<file path="src/rtl/cfgp_pkg.sv">
package cfgp_pkg;
  typedef enum logic [1:0] {
    KS_LOCKED = 2'd0,
    KS_HALF   = 2'd1,
    KS_OPEN   = 2'd2
  } key_state_e;

  localparam logic [7:0] KEY_ENTER  = 8'h87;
  localparam logic [7:0] KEY_EXIT   = 8'hAA;
  localparam logic [7:0] REG_LDN    = 8'h07;
  localparam logic [7:0] REG_ID_HI  = 8'h20;
  localparam logic [7:0] REG_ID_LO  = 8'h21;
  localparam logic [7:0] BANK_START = 8'h30;
  localparam logic [7:0] NO_DATA    = 8'hFF;

  function automatic logic [15:0] port_base(input logic strap,
                                            input logic [15:0] lo,
                                            input logic [15:0] hi);
    return strap ? hi : lo;
  endfunction

  function automatic key_state_e next_key(input key_state_e s,
                                          input logic [7:0] d);
    case (s)
      KS_LOCKED: return (d == KEY_ENTER) ? KS_HALF : KS_LOCKED;
      KS_HALF:   return (d == KEY_ENTER) ? KS_OPEN : KS_LOCKED;
      KS_OPEN:   return (d == KEY_EXIT) ? KS_LOCKED : KS_OPEN;
      default:   return KS_LOCKED;
    endcase
  endfunction

  function automatic logic [7:0] id_byte(input logic [11:0] fam,
                                         input logic [3:0] rev,
                                         input logic hi);
    logic [15:0] id;
    id = {fam, rev};
    return hi ? id[15:8] : id[7:0];
  endfunction
endpackage

</file>
<file path="src/rtl/cfg_port_dec.sv">
module cfg_port_dec import cfgp_pkg::*; #(
  parameter logic [15:0] BASE_LO = 16'h002E,
  parameter logic [15:0] BASE_HI = 16'h004E
) (
  input  logic        strap_hi,
  input  logic [15:0] io_addr,
  input  logic        io_wr,
  input  logic        io_rd,
  output logic        idx_wr_ev,
  output logic        dat_wr_ev,
  output logic        dat_rd_ev
);
  logic [15:0] base;
  logic        hit_idx, hit_dat;

  always_comb begin
    base      = port_base(strap_hi, BASE_LO, BASE_HI);
    hit_idx   = (io_addr == base);
    hit_dat   = (io_addr == base + 16'd1);
    idx_wr_ev = hit_idx && io_wr;
    dat_wr_ev = hit_dat && io_wr;
    dat_rd_ev = hit_dat && io_rd;
  end
endmodule

</file>
<file path="src/rtl/cfg_key_fsm.sv">
module cfg_key_fsm import cfgp_pkg::*; (
  input  logic       clk,
  input  logic       rst_n,
  input  logic       idx_wr_ev,
  input  logic [7:0] io_wdata,
  output logic       key_open,
  output logic       key_half
);
  key_state_e st_q;

  always_ff @(posedge clk or negedge rst_n) begin
    if (!rst_n)         st_q <= KS_LOCKED;
    else if (idx_wr_ev) st_q <= next_key(st_q, io_wdata);
  end

  assign key_open = (st_q == KS_OPEN);
  assign key_half = (st_q == KS_HALF);
endmodule

</file>
<file path="src/rtl/cfg_bank_route.sv">
module cfg_bank_route import cfgp_pkg::*; #(
  parameter int NUM_DEV = 3,
  parameter int DEV_LO  = 7
) (
  input  logic [7:0]           ldn_q,
  input  logic [7:0]           idx_q,
  input  logic                 key_open,
  input  logic                 dat_wr_ev,
  input  logic                 dat_rd_ev,
  input  logic [7:0]           io_wdata,
  input  logic [NUM_DEV*8-1:0] dev_rdata,
  output logic [NUM_DEV-1:0]   dev_sel,
  output logic [7:0]           dev_addr,
  output logic                 dev_wr,
  output logic                 dev_rd,
  output logic [7:0]           dev_wdata,
  output logic [7:0]           bank_data
);
  logic [NUM_DEV-1:0] ldn_match;
  logic               banked, live;

  for (genvar i = 0; i < NUM_DEV; i++) begin : g_match
    assign ldn_match[i] = (ldn_q == 8'(DEV_LO + i));
  end

  assign banked    = key_open && (idx_q >= BANK_START);
  assign live      = banked && (|ldn_match);
  assign dev_sel   = banked ? ldn_match : '0;
  assign dev_addr  = idx_q;
  assign dev_wdata = io_wdata;
  assign dev_wr    = live && dat_wr_ev;
  assign dev_rd    = live && dat_rd_ev;

  always_comb begin
    bank_data = NO_DATA;
    for (int i = 0; i < NUM_DEV; i++)
      if (ldn_match[i]) bank_data = dev_rdata[i*8 +: 8];
  end
endmodule

</file>
<file path="src/rtl/cfg_port_ctrl.sv">
module cfg_port_ctrl import cfgp_pkg::*; #(
  parameter logic [15:0] BASE_LO     = 16'h002E,
  parameter logic [15:0] BASE_HI     = 16'h004E,
  parameter logic [11:0] CHIP_FAMILY = 12'hA23,
  parameter logic [3:0]  CHIP_REV    = 4'h2,
  parameter int          NUM_DEV     = 3,
  parameter int          DEV_LO      = 7,
  parameter int          GLB_LO      = 34,
  parameter int          GLB_N       = 14,
  localparam int         GLB_W       = GLB_N * 8,
  localparam int         DEV_W       = NUM_DEV * 8
) (
  input  logic              clk,
  input  logic              rst_n,
  input  logic              strap_hi,
  input  logic [15:0]       io_addr,
  input  logic              io_wr,
  input  logic              io_rd,
  input  logic [7:0]        io_wdata,
  output logic [7:0]        io_rdata,
  output logic [GLB_W-1:0]  glb_cfg,
  output logic [NUM_DEV-1:0] dev_sel,
  output logic [7:0]        dev_addr,
  output logic              dev_wr,
  output logic              dev_rd,
  output logic [7:0]        dev_wdata,
  input  logic [DEV_W-1:0]  dev_rdata
);
  logic       idx_wr_ev, dat_wr_ev, dat_rd_ev;
  logic       key_open, key_half;
  logic [7:0] idx_q, ldn_q, bank_data, glb_rd;
  logic       glb_hit, cfg_wr;

  cfg_port_dec #(.BASE_LO(BASE_LO), .BASE_HI(BASE_HI)) u_dec (
    .strap_hi(strap_hi), .io_addr(io_addr), .io_wr(io_wr), .io_rd(io_rd),
    .idx_wr_ev(idx_wr_ev), .dat_wr_ev(dat_wr_ev), .dat_rd_ev(dat_rd_ev));

  cfg_key_fsm u_key (
    .clk(clk), .rst_n(rst_n), .idx_wr_ev(idx_wr_ev), .io_wdata(io_wdata),
    .key_open(key_open), .key_half(key_half));

  cfg_bank_route #(.NUM_DEV(NUM_DEV), .DEV_LO(DEV_LO)) u_bank (
    .ldn_q(ldn_q), .idx_q(idx_q), .key_open(key_open),
    .dat_wr_ev(dat_wr_ev), .dat_rd_ev(dat_rd_ev), .io_wdata(io_wdata),
    .dev_rdata(dev_rdata), .dev_sel(dev_sel), .dev_addr(dev_addr),
    .dev_wr(dev_wr), .dev_rd(dev_rd), .dev_wdata(dev_wdata),
    .bank_data(bank_data));

  assign cfg_wr = key_open && dat_wr_ev;

  always_ff @(posedge clk or negedge rst_n) begin
    if (!rst_n) begin
      idx_q <= 8'h00;
      ldn_q <= 8'h00;
    end else begin
      if (key_open && idx_wr_ev && io_wdata != KEY_EXIT) idx_q <= io_wdata;
      if (cfg_wr && idx_q == REG_LDN) ldn_q <= io_wdata;
    end
  end

  for (genvar i = 0; i < GLB_N; i++) begin : g_glb
    always_ff @(posedge clk or negedge rst_n) begin
      if (!rst_n)
        glb_cfg[i*8 +: 8] <= 8'h00;
      else if (cfg_wr && idx_q == 8'(GLB_LO + i))
        glb_cfg[i*8 +: 8] <= io_wdata;
    end
  end

  always_comb begin
    glb_hit = 1'b0;
    glb_rd  = 8'h00;
    for (int i = 0; i < GLB_N; i++)
      if (idx_q == 8'(GLB_LO + i)) begin
        glb_hit = 1'b1;
        glb_rd  = glb_cfg[i*8 +: 8];
      end
  end

  always_comb begin
    io_rdata = NO_DATA;
    if (dat_rd_ev && key_open) begin
      if (idx_q >= BANK_START)     io_rdata = bank_data;
      else if (idx_q == REG_LDN)   io_rdata = ldn_q;
      else if (idx_q == REG_ID_HI) io_rdata = id_byte(CHIP_FAMILY, CHIP_REV, 1'b1);
      else if (idx_q == REG_ID_LO) io_rdata = id_byte(CHIP_FAMILY, CHIP_REV, 1'b0);
      else if (glb_hit)            io_rdata = glb_rd;
      else                         io_rdata = 8'h00;
    end
  end
endmodule

</file>
<file path="config.mk">
export PLATFORM = sky130hd
export DESIGN_NAME = cfg_port_ctrl
export DESIGN_NICKNAME = d
export VERILOG_FILES = /design/src/rtl/cfgp_pkg.sv /design/src/rtl/cfg_port_dec.sv /design/src/rtl/cfg_key_fsm.sv /design/src/rtl/cfg_bank_route.sv /design/src/rtl/cfg_port_ctrl.sv
export SDC_FILE = /design/constraint.sdc
export NUM_CORES = 1
export LEC_CHECK = 0
export ABC_AREA = 1
export BUFFER_PORTS_ARGS = -buffer_cell sky130_fd_sc_hd__buf_2
export CAP_MARGIN = 20
export CORE_MARGIN = 2
export CORE_UTILIZATION = 40
export CTS_CLUSTER_SIZE = 14
export DETAILED_ROUTE_END_ITERATION = 8
export PLACE_DENSITY_LB_ADDON = 0.15
export SYNTH_ARGS = -nofsm -noshare
export SYNTH_HDL_FRONTEND = slang
export SYNTH_SLANG_ARGS = --single-unit
</file>
<file path="constraint.sdc">
create_clock -name clk -period 2.7 [get_ports clk]
set_clock_uncertainty 0.2 [all_clocks]
set_input_delay 0 -clock clk [delete_from_list [all_inputs] [get_ports clk]]
set_output_delay 0 -clock clk [all_outputs]
set_load 0.02 [all_outputs]
</file>
==> flow_summary.ini <==
[status]
run_status = complete, but fails checks
failed_checks = setup timing

[synth]
synthTopCellsByCount = 265 x nand2_1, 130 x dfrtp_1, 77 x inv_1
synth-xor-area-share = 0
syn_nets = 899
ys_ff_latch = 130
synth_top_cell_by_area = dfrtp_1
synthAdderAreaFrac = 0
ys.flop_type = dfrtp_1
synth_compound_area_frac = 0.1423
synthSimpleGateAreaFrac = 0.2868
yosys_warnings = 0
yosysMostFrequentCell = nand2_1
synth-edff-count = 0
syn_area_mm2 = 0.006656
syn_inst = 846
avgSynthCellArea_um2 = 7.868
muxShareOfSynthArea = 0
seq_area_frac_synth = 0.4887
netlist_top_cells_area = dfrtp_1 49%, nand2_1 15%, o21ai_1 5.7%
synth_top_family_by_area = simple AND/OR/NAND/NOR gates
yosysTopAreaCellShare = 0.4887
synthDistinctLibCells = 39
synthArstFlopShare = 1.000

[timing]
fin_crit_sh = 1.019
layout_setup_ws_ns = -0.05177
slew_headroom = 0.4103
drv_slew = 0
holdWs_ns = 0.03091
rsz0062_at_grt = yes
tightest_slew_ns = 0.8835
period_needed_ns = 2.752
finalHoldViolCount = 0
fmax_mhz = 363.4
setup_violations = 1

[clock_tree]
clk_pin_slew_ns = 0.06
cts-root-buf = clkbuf_16
clock-sinks = 130
cts_buffers = 17
h-tree-depth = 4
clkLatencyLatePin_ns = 0.42
clockBufferDepth = 2
cts_tree = done

[setup_path]
reg2regPathDepth = 9
max_stage_delay_ns = 0.44
crit_family = simple AND/OR/NAND/NOR gates
cp_max_fo = 7
cpMaxStageDelayCell = dfrtp_1
r2r_slack_ns = 0.46
crit_arrival_ns = 2.55
r2r-start = idx_q[7]$_DFFE_PN0P_
worstSetupEndpointType = output port
r2r-end = glb_cfg[90]$_DFFE_PN0P_
crit_chain = inv_2, nand2_4, nor2_4, buf_8, nand3_4, nor2_1, nor2_2, nand3_2, nand2_2, nand4_1, nor2_2, nand4_1, nand2_1, nand2_1, nand2_2, nand2_1, buf_4
cp_data_required_time_ns = 2.50
path_class = reg -> out
cp_common_cell = nand2_1
critPathLaunchType = register
startpoint = idx_q[6]$_DFFE_PN0P_
crit_buf_inv = 3

[place]
port_buffers = 193
detailed_place_hpwl_mm = 16.03
pre_cts_ws_ns = 0.1557
gp_congestion = 0.8753

[detailed_routing]
drt_first_pass_iters = 5
wl_mm = 22.87
route.detailed.vias_per_inst = 5.093
route.detailed.drc = 0
dr.first_iter.drc_count = 523
route.detailed.wl_per_inst_um = 17.32
vias = 6723
final_antenna_net_count = 0

[min_path]
hold_path_class = in -> reg
whs_path_depth = 6
hold_path_end = ldn_q[0]$_DFFE_PN0P_
worstHoldStart = io_addr[4]

[cells_and_area]
layout-drive-gt1-share = 0.3591
area_growth_pct = 37.31
insertedDiodeCount = 0
fin_util = 0.5571
nets = 1141
nFillCells = 1552

[grt]
grt_pass1_vias = 6242
grt_pass1_wl_mm = 35.38
grt.overflow.total = 0
antenna_found_initial = 0
grt_max_degree = 47
grt_usage = 0.2614

[die]
dieHeight_um = 133
ioPinCount = 194
fp.coreArea_mm2 = 0.01641
fp.dieW_um = 133
dieArea_mm2 = 0.01769
rows = 47
start_util = 0.4057

[job]
cap_violations = 0

[power_and_ir_drop]
power.density_mw_per_mm2 = 477.3
p_leak_nw = 4.727
ir_worst_vdd_mv = 0.5048
worst max-delay path by stage:
stage,endpoint,slack [ns],cells after the start
5_1_grt,io_rdata[1],-0.19,17
3_5_place_dp,io_rdata[7],0.16,13
2_1_floorplan,dev_rd,0.35,8
4_1_cts,io_rdata[7],-0.03,15
3_3_place_gp,io_rdata[7],0.15,13
6_report,io_rdata[1],-0.05,17
per-stage QoR:
stage	area (µm²)	power, mW	instances	TNS, ns
3_5_place_dp	7824	2.153	1244	0
5_1_grt	9140	4.505	1320	-0.8010
3_3_place_gp	7824	2.153	1244	0
4_1_cts	8771	4.387	1305	-0.05263
2_1_floorplan	6656	2.037	846	0
6_report	9140	4.362	1320	-0.05177
worst register-to-register path, stage by stage (launching register included):
cell and delay [ns]:
dfrtp_1 0.42, buf_6 0.14, nor2_4 0.13, nand3_4 0.14, nor2_2 0.12, inv_2 0.07
nor2_2 0.28, nand2_1 0.34, nand2_1 0.17, o21ai_0 0.09
routing by layer:
layer  vias up  global-route usage  share of wire
met4         0             0.08423          0.019
met5         -                   0              0
li1       3258                   -              -
met3        35             0.04713          0.063
met1      3160              0.3708           0.45
met2       270              0.4070           0.47
cell usage in the layout, fill, tap and decap left out, types with 14 or more instances in the layout:
cell type	n
buf_2	187
nand2_2	17
nand2_1	244
nand2_4	14
o21ai_0	52
inv_1	64
a21oi_1	14
nand3_1	16
o21ai_1	77
nor2_2	15
dfrtp_1	126
inv_2	14
clkbuf_16	17
nor2_1	41
nand4_1	18
buf_4	48
power breakdown:
part	switching (mW)	internal (mW)	total, mW
registers	0.00000473	1.95	1.95
clock network	0.840	1.39	2.23
logic	0.126	0.0538	0.180
cell families after synthesis:
family,Yosys count
compound gates,171
flops,130
buf+inv,116
simple gates,429
layout make-up:
cell class | count | area, µm² | area share
clock buffer | 21 | 460.4 | 0.05038
clock inverter | 10 | 110.1 | 0.01205
inverter | 80 | 307.8 | 0.03368
multi-input combinational | 600 | 3152 | 0.3448
sequential | 130 | 3258 | 0.3565
tap | 220 | 275.3 | 0.03012
timing repair buffer | 259 | 1577 | 0.1725
repair_timing:
| action | in CTS | in global routing |
|---|---|---|
| buffers inserted | 18 | 16 |
| gates cloned | 1 | 0 |
| gates resized for setup | 37 | 87 |
| endpoints found under the setup margin | 8 | 11 |
| hold endpoints to repair | 179 | 0 |
| pin swaps | 13 | 42 |
| hold buffers | 11 | 0 |
state kept, by name, summed over array words and instances (netlist names):
signal,count
idx_q,8
glb_cfg,112
ldn_q,8
u_key.st_q,2
No activity file was read; power rests on OpenSTA's default activity.
